### src/rtl/tx_attempt_pkg.sv
package tx_attempt_pkg;

    typedef enum logic [1:0] {
        ST_IDLE    = 2'd0,
        ST_START   = 2'd1,
        ST_ATTEMPT = 2'd2,
        ST_BACKOFF = 2'd3
    } att_state_e;

    // Per-frame settings captured when a request is accepted
    typedef struct packed {
        logic single_shot;  // no retransmission allowed
        logic force_coll;   // forced collision, already qualified by loopback
        logic fcs;          // append FCS
    } frame_cfg_t;

    // FCS precedence: auto-pad, then the per-frame pair, then the global suppress bit
    function automatic logic fcs_decide(input logic auto_pad,
                                        input logic add_fcs,
                                        input logic eop,
                                        input logic no_fcs);
        if (auto_pad)
            return 1'b1;
        else if (add_fcs && eop)
            return 1'b1;
        else
            return !no_fcs;
    endfunction

endpackage

### src/rtl/tx_fcs_select.sv
module tx_fcs_select
    import tx_attempt_pkg::*;
(
    input  logic dsc_add_fcs,
    input  logic dsc_eop,
    input  logic mode_no_fcs,
    input  logic mode_auto_pad,
    output logic fcs_want
);
    always_comb begin
        fcs_want = fcs_decide(mode_auto_pad, dsc_add_fcs, dsc_eop, mode_no_fcs);
    end
endmodule

### src/rtl/tx_attempt_seq.sv
module tx_attempt_seq
    import tx_attempt_pkg::*;
#(
    parameter int MAX_ATTEMPTS = 16
) (
    input  logic clk,
    input  logic rst,
    input  logic accept_req,
    input  frame_cfg_t cfg_in,
    input  logic mac_coll,
    input  logic mac_ok,
    input  logic backoff_done,
    output logic idle,
    output logic att_start,
    output logic active_fcs,
    output logic active_hold,
    output logic done,
    output logic retry_err
);
    localparam int CW = $clog2(MAX_ATTEMPTS + 1);

    att_state_e      state;
    frame_cfg_t      cfg;
    logic [CW-1:0]   att_cnt;
    logic [CW-1:0]   att_limit;
    logic            coll_now;
    logic            done_q;
    logic            err_q;

    always_comb begin
        att_limit = cfg.single_shot ? CW'(1) : CW'(MAX_ATTEMPTS);
        coll_now  = cfg.force_coll || mac_coll;
    end

    always_ff @(posedge clk) begin
        if (rst) begin
            state   <= ST_IDLE;
            cfg     <= '0;
            att_cnt <= '0;
            done_q  <= 1'b0;
            err_q   <= 1'b0;
        end else begin
            done_q <= 1'b0;
            err_q  <= 1'b0;
            case (state)
                ST_IDLE: begin
                    if (accept_req) begin
                        cfg     <= cfg_in;
                        att_cnt <= CW'(1);
                        state   <= ST_START;
                    end
                end
                ST_START: state <= ST_ATTEMPT;
                ST_ATTEMPT: begin
                    if (coll_now) begin
                        if (att_cnt >= att_limit) begin
                            err_q <= 1'b1;
                            state <= ST_IDLE;
                        end else begin
                            state <= ST_BACKOFF;
                        end
                    end else if (mac_ok) begin
                        done_q <= 1'b1;
                        state  <= ST_IDLE;
                    end
                end
                ST_BACKOFF: begin
                    if (backoff_done) begin
                        att_cnt <= att_cnt + CW'(1);
                        state   <= ST_START;
                    end
                end
                default: state <= ST_IDLE;
            endcase
        end
    end

    always_comb begin
        idle        = (state == ST_IDLE);
        att_start   = (state == ST_START);
        active_fcs  = !idle && cfg.fcs;
        active_hold = !idle && !cfg.single_shot;
        done        = done_q;
        retry_err   = err_q;
    end
endmodule

### src/rtl/tx_attempt_ctrl.sv
module tx_attempt_ctrl
    import tx_attempt_pkg::*;
#(
    parameter int MAX_ATTEMPTS = 16
) (
    input  logic clk,
    input  logic rst,
    input  logic frm_valid,
    output logic frm_ready,
    input  logic dsc_add_fcs,
    input  logic dsc_eop,
    input  logic mode_no_retry,
    input  logic mode_force_coll,
    input  logic mode_loopback,
    input  logic mode_no_fcs,
    input  logic mode_auto_pad,
    input  logic mac_coll,
    input  logic mac_ok,
    input  logic backoff_done,
    output logic att_start,
    output logic fcs_en,
    output logic fifo_hold,
    output logic done,
    output logic retry_err
);
    logic       fcs_want;
    logic       idle;
    frame_cfg_t cfg_in;

    tx_fcs_select u_fcs (
        .dsc_add_fcs   (dsc_add_fcs),
        .dsc_eop       (dsc_eop),
        .mode_no_fcs   (mode_no_fcs),
        .mode_auto_pad (mode_auto_pad),
        .fcs_want      (fcs_want)
    );

    always_comb begin
        cfg_in.single_shot = mode_no_retry;
        cfg_in.force_coll  = mode_force_coll && mode_loopback;
        cfg_in.fcs         = fcs_want;
    end

    tx_attempt_seq #(.MAX_ATTEMPTS(MAX_ATTEMPTS)) u_seq (
        .clk          (clk),
        .rst          (rst),
        .accept_req   (frm_valid && idle),
        .cfg_in       (cfg_in),
        .mac_coll     (mac_coll),
        .mac_ok       (mac_ok),
        .backoff_done (backoff_done),
        .idle         (idle),
        .att_start    (att_start),
        .active_fcs   (fcs_en),
        .active_hold  (fifo_hold),
        .done         (done),
        .retry_err    (retry_err)
    );

    assign frm_ready = idle;
endmodule

### config.mk
export PLATFORM = sky130hd
export DESIGN_NAME = tx_attempt_ctrl
export DESIGN_NICKNAME = d
export VERILOG_FILES = /design/src/rtl/tx_attempt_pkg.sv /design/src/rtl/tx_fcs_select.sv /design/src/rtl/tx_attempt_seq.sv /design/src/rtl/tx_attempt_ctrl.sv
export SDC_FILE = /design/constraint.sdc
export NUM_CORES = 1
export LEC_CHECK = 0
export BUFFER_PORTS_ARGS = -buffer_cell sky130_fd_sc_hd__buf_2
export CORE_UTILIZATION = 44
export DETAILED_ROUTE_END_ITERATION = 12
export PLACE_DENSITY = 0.68
export SYNTH_ARGS = -nofsm -noshare
export SYNTH_HDL_FRONTEND = slang
export SYNTH_HIERARCHICAL = 1
export SYNTH_SLANG_ARGS = --single-unit
### constraint.sdc
create_clock -name clk -period 1.65 [get_ports clk]
set_input_delay 0.2475 -clock clk [delete_from_list [all_inputs] [get_ports clk]]
set_output_delay 0.2475 -clock clk [all_outputs]
set_load 0.02 [all_outputs]
==> flow_summary.json <==
{
  "async_flop_share_pct": 0,
  "dr.pass1.iters": 4,
  "setup_ws_ns": -0.135,
  "hold_buffers": 0,
  "wl_per_cell_um": 12.5,
  "netlist.area_leader.share_pct": 35.2,
  "cts_buffers": 3,
  "synth.most_common_cell": "dfxtp_1",
  "powerDensity_nw_per_um2": 1350,
  "worstSetupEndpointType": "flip-flop",
  "yosys_warnings": 6,
  "die-area_um2": 1710,
  "avgSynthCellArea_um2": 8.87,
  "finClkSkew_ns": 0.00282,
  "ir_worst_vdd_v": 0.00104,
  "rows": 13,
  "synth_area_leaders": "dfxtp_1, ha_1, nor2_1",
  "grt_max_degree": 13,
  "ios": 19,
  "timing.fmax_mhz": 560,
  "cap_viol_max_count": 0,
  "final_layout_size_suffix_gt1_share_pct": 43.0,
  "drt_iter0_markers": 5,
  "path_class": "flip-flop to flip-flop",
  "violations": "negative setup slack",
  "grt_pass1_vias": 554,
  "drc": 0,
  "slew_headroom_pct": 70.4,
  "area_delta_synth_final_pct": 41.6,
  "syn_inst": 77,
  "grt-ovfl-total": 0,
  "synth-edff-count": 0,
  "die_h_um": 41.4,
  "path_clk_slew_ns": 0.07,
  "dp_hpwl_mm": 1.15,
  "start_util_pct": 50.0,
  "finalNetCount": 129,
  "required_ns": 1.83,
  "critPathMaxFanout": 2,
  "synth_nets": 97,
  "regToRegSetupSlack_ns": -0.14,
  "coreArea_um2": 1370,
  "synthFlopType": "dfxtp_1",
  "via_per_inst": 5.33,
  "crit_arrival_ns": 1.97,
  "clkSinkCount": 12,
  "place_congestion": 0.815,
  "grt_antenna_before_repair": 0,
  "yosysSeqAreaShare_pct": 35.2,
  "ant_nets": 0,
  "maxSlewViolCount": 0,
  "finalSetupViolCount": 2,
  "vias": 650,
  "synth_common_cells": "dfxtp_1, nor2_1, ha_1, nand2_1, nand3_1",
  "cts-root-buf": "clkbuf_4",
  "synth_top_area_cell": "dfxtp_1",
  "drt_wl_total_mm": 1.52,
  "total_power_uw": 1300,
  "cts_tree": "yes",
  "grtUsageTotal_pct": 18.3,
  "leakagePower_uw": 0.000415,
  "io_buffers": 18,
  "outcome": "finished with violations",
  "fin_hold_ws_ns": 0.222,
  "die_x_um": 41.4,
  "hold_class": "primary input to flip-flop",
  "min_period_over_period_pct": 108,
  "grt_pass1_wl_mm": 2.41,
  "start_kind": "flip-flop",
  "slowest_stage": "or4b_4",
  "finalCriticalPeriod_ns": 1.79,
  "cts_max_path_buffers": 2,
  "cp_cell_sequence": "inv_2, ha_4, or4b_4, o32ai_4, nand3b_1, a311oi_2",
  "tightestPinTransition_ns": 0.440,
  "clk-insertion-delay-late_ns": 0.26,
  "hold_viol": 0,
  "syn_area_um2": 683,
  "synth-seq-cells": 12,
  "rsz0062_at_grt": "yes",
  "crit_path_max_incr_delay_ns": 0.49,
  "antenna_cells": 0,
  "postCtsSetupRepairBufs": 0,
  "ys_types": 27,
  "htreeDepth": 1
}
report_power, final:
| group | internal [uW] | switching, uW |
|---|---|---|
| Sequential | 338 | 33.6 |
| Combinational | 343 | 412 |
| Clock | 84.2 | 91.3 |
| Total | 765 | 537 |
area by class of cell:
cell class | instances | area (um^2)
multi-input combinational | 59 | 495
fill | 117 | 399
sequential | 12 | 243
timing repair buffer | 29 | 173
clock buffer | 3 | 22.5
tap | 15 | 18.8
inverter | 4 | 15.0
metrics by stage:
step | instance area (um^2) | cells | utilization (%) | TNS (ns) | setup slack (ns)
after global placement | 887 | 119 | 64.9 | -0.236 | -0.143
final | 967 | 122 | 70.8 | -0.221 | -0.135
after CTS | 910 | 122 | 66.6 | -0.347 | -0.191
after global routing | 967 | 122 | 70.8 | -0.419 | -0.179
after detailed placement | 887 | 119 | 64.9 | -0.299 | -0.173
after floorplan | 704 | 77 | - | -0.193 | -0.129
kinds of logic (layout without fill, tap and decap cells):
group	count (synthesis)	count (layout)	synth area share, %
flops	12	12	35.2
buf+inv	6	36	3.48
xor+xnor	3	3	3.85
simple gates	38	38	31.5
fa+ha+maj	7	7	12.8
compound gates	11	11	13.2
per-layer routing:
metal	part of all wire (%)	wire length (um)	GRT usage, %	up-vias
li1	-	-	-	334
met1	50	754	24.5	294
met2	45	687	27.2	18
met3	3.0	46	3.91	4
met4	2.0	31	9.68	0
met5	0	0	0	-
worst max-delay path: cells and delay by family (launching register included):
kind	cells	cell delay, ns
and+or+nand+nor	2	0.64
AOI/OAI and AO/OA	2	0.47
DFF	1	0.34
adders and majority gates	1	0.22
buffers and inverters	1	0.04
placed cells by master, fill, tap and decap left out, types with 2 or more instances in the layout:
cell       n
nand3_1    5
nand2_1    6
a21oi_1    4
nand3b_1   3
xnor2_1    3
buf_2     18
nand2b_1   2
dfxtp_1   10
inv_1      3
dfxtp_2    2
clkbuf_4   3
nor2b_1    2
buf_4     11
nor2_1     9
ha_1       5
worst paths after layout:
kind | end | from | cells past startpoint
min reg2reg | u_seq/cfg[0]$_SDFFE_PP0P_ | u_seq/cfg[0]$_SDFFE_PP0P_ | 2
min | u_seq/cfg[2]$_SDFFE_PP0P_ | mode_no_retry | 3
max | u_seq/state[0]$_SDFFE_PP0P_ | u_seq/att_cnt[0]$_SDFFE_PP0P_ | 6
max reg2reg | u_seq/state[0]$_SDFFE_PP0P_ | u_seq/att_cnt[0]$_SDFFE_PP0P_ | 6
repair_timing:
item | 4_1_cts | 5_1_grt
pin swaps | 1 | 2
resized for setup | 1 | 9
setup endpoints to repair | 2 | 8
flip-flops by register name, summed over array words and instances (netlist names):
signal / flops
u_seq/cfg: 3
u_seq/att_cnt: 5
u_seq/state: 2
u_seq/retry_err: 1
u_seq/done: 1
Power figures use the tool's default switching activity.
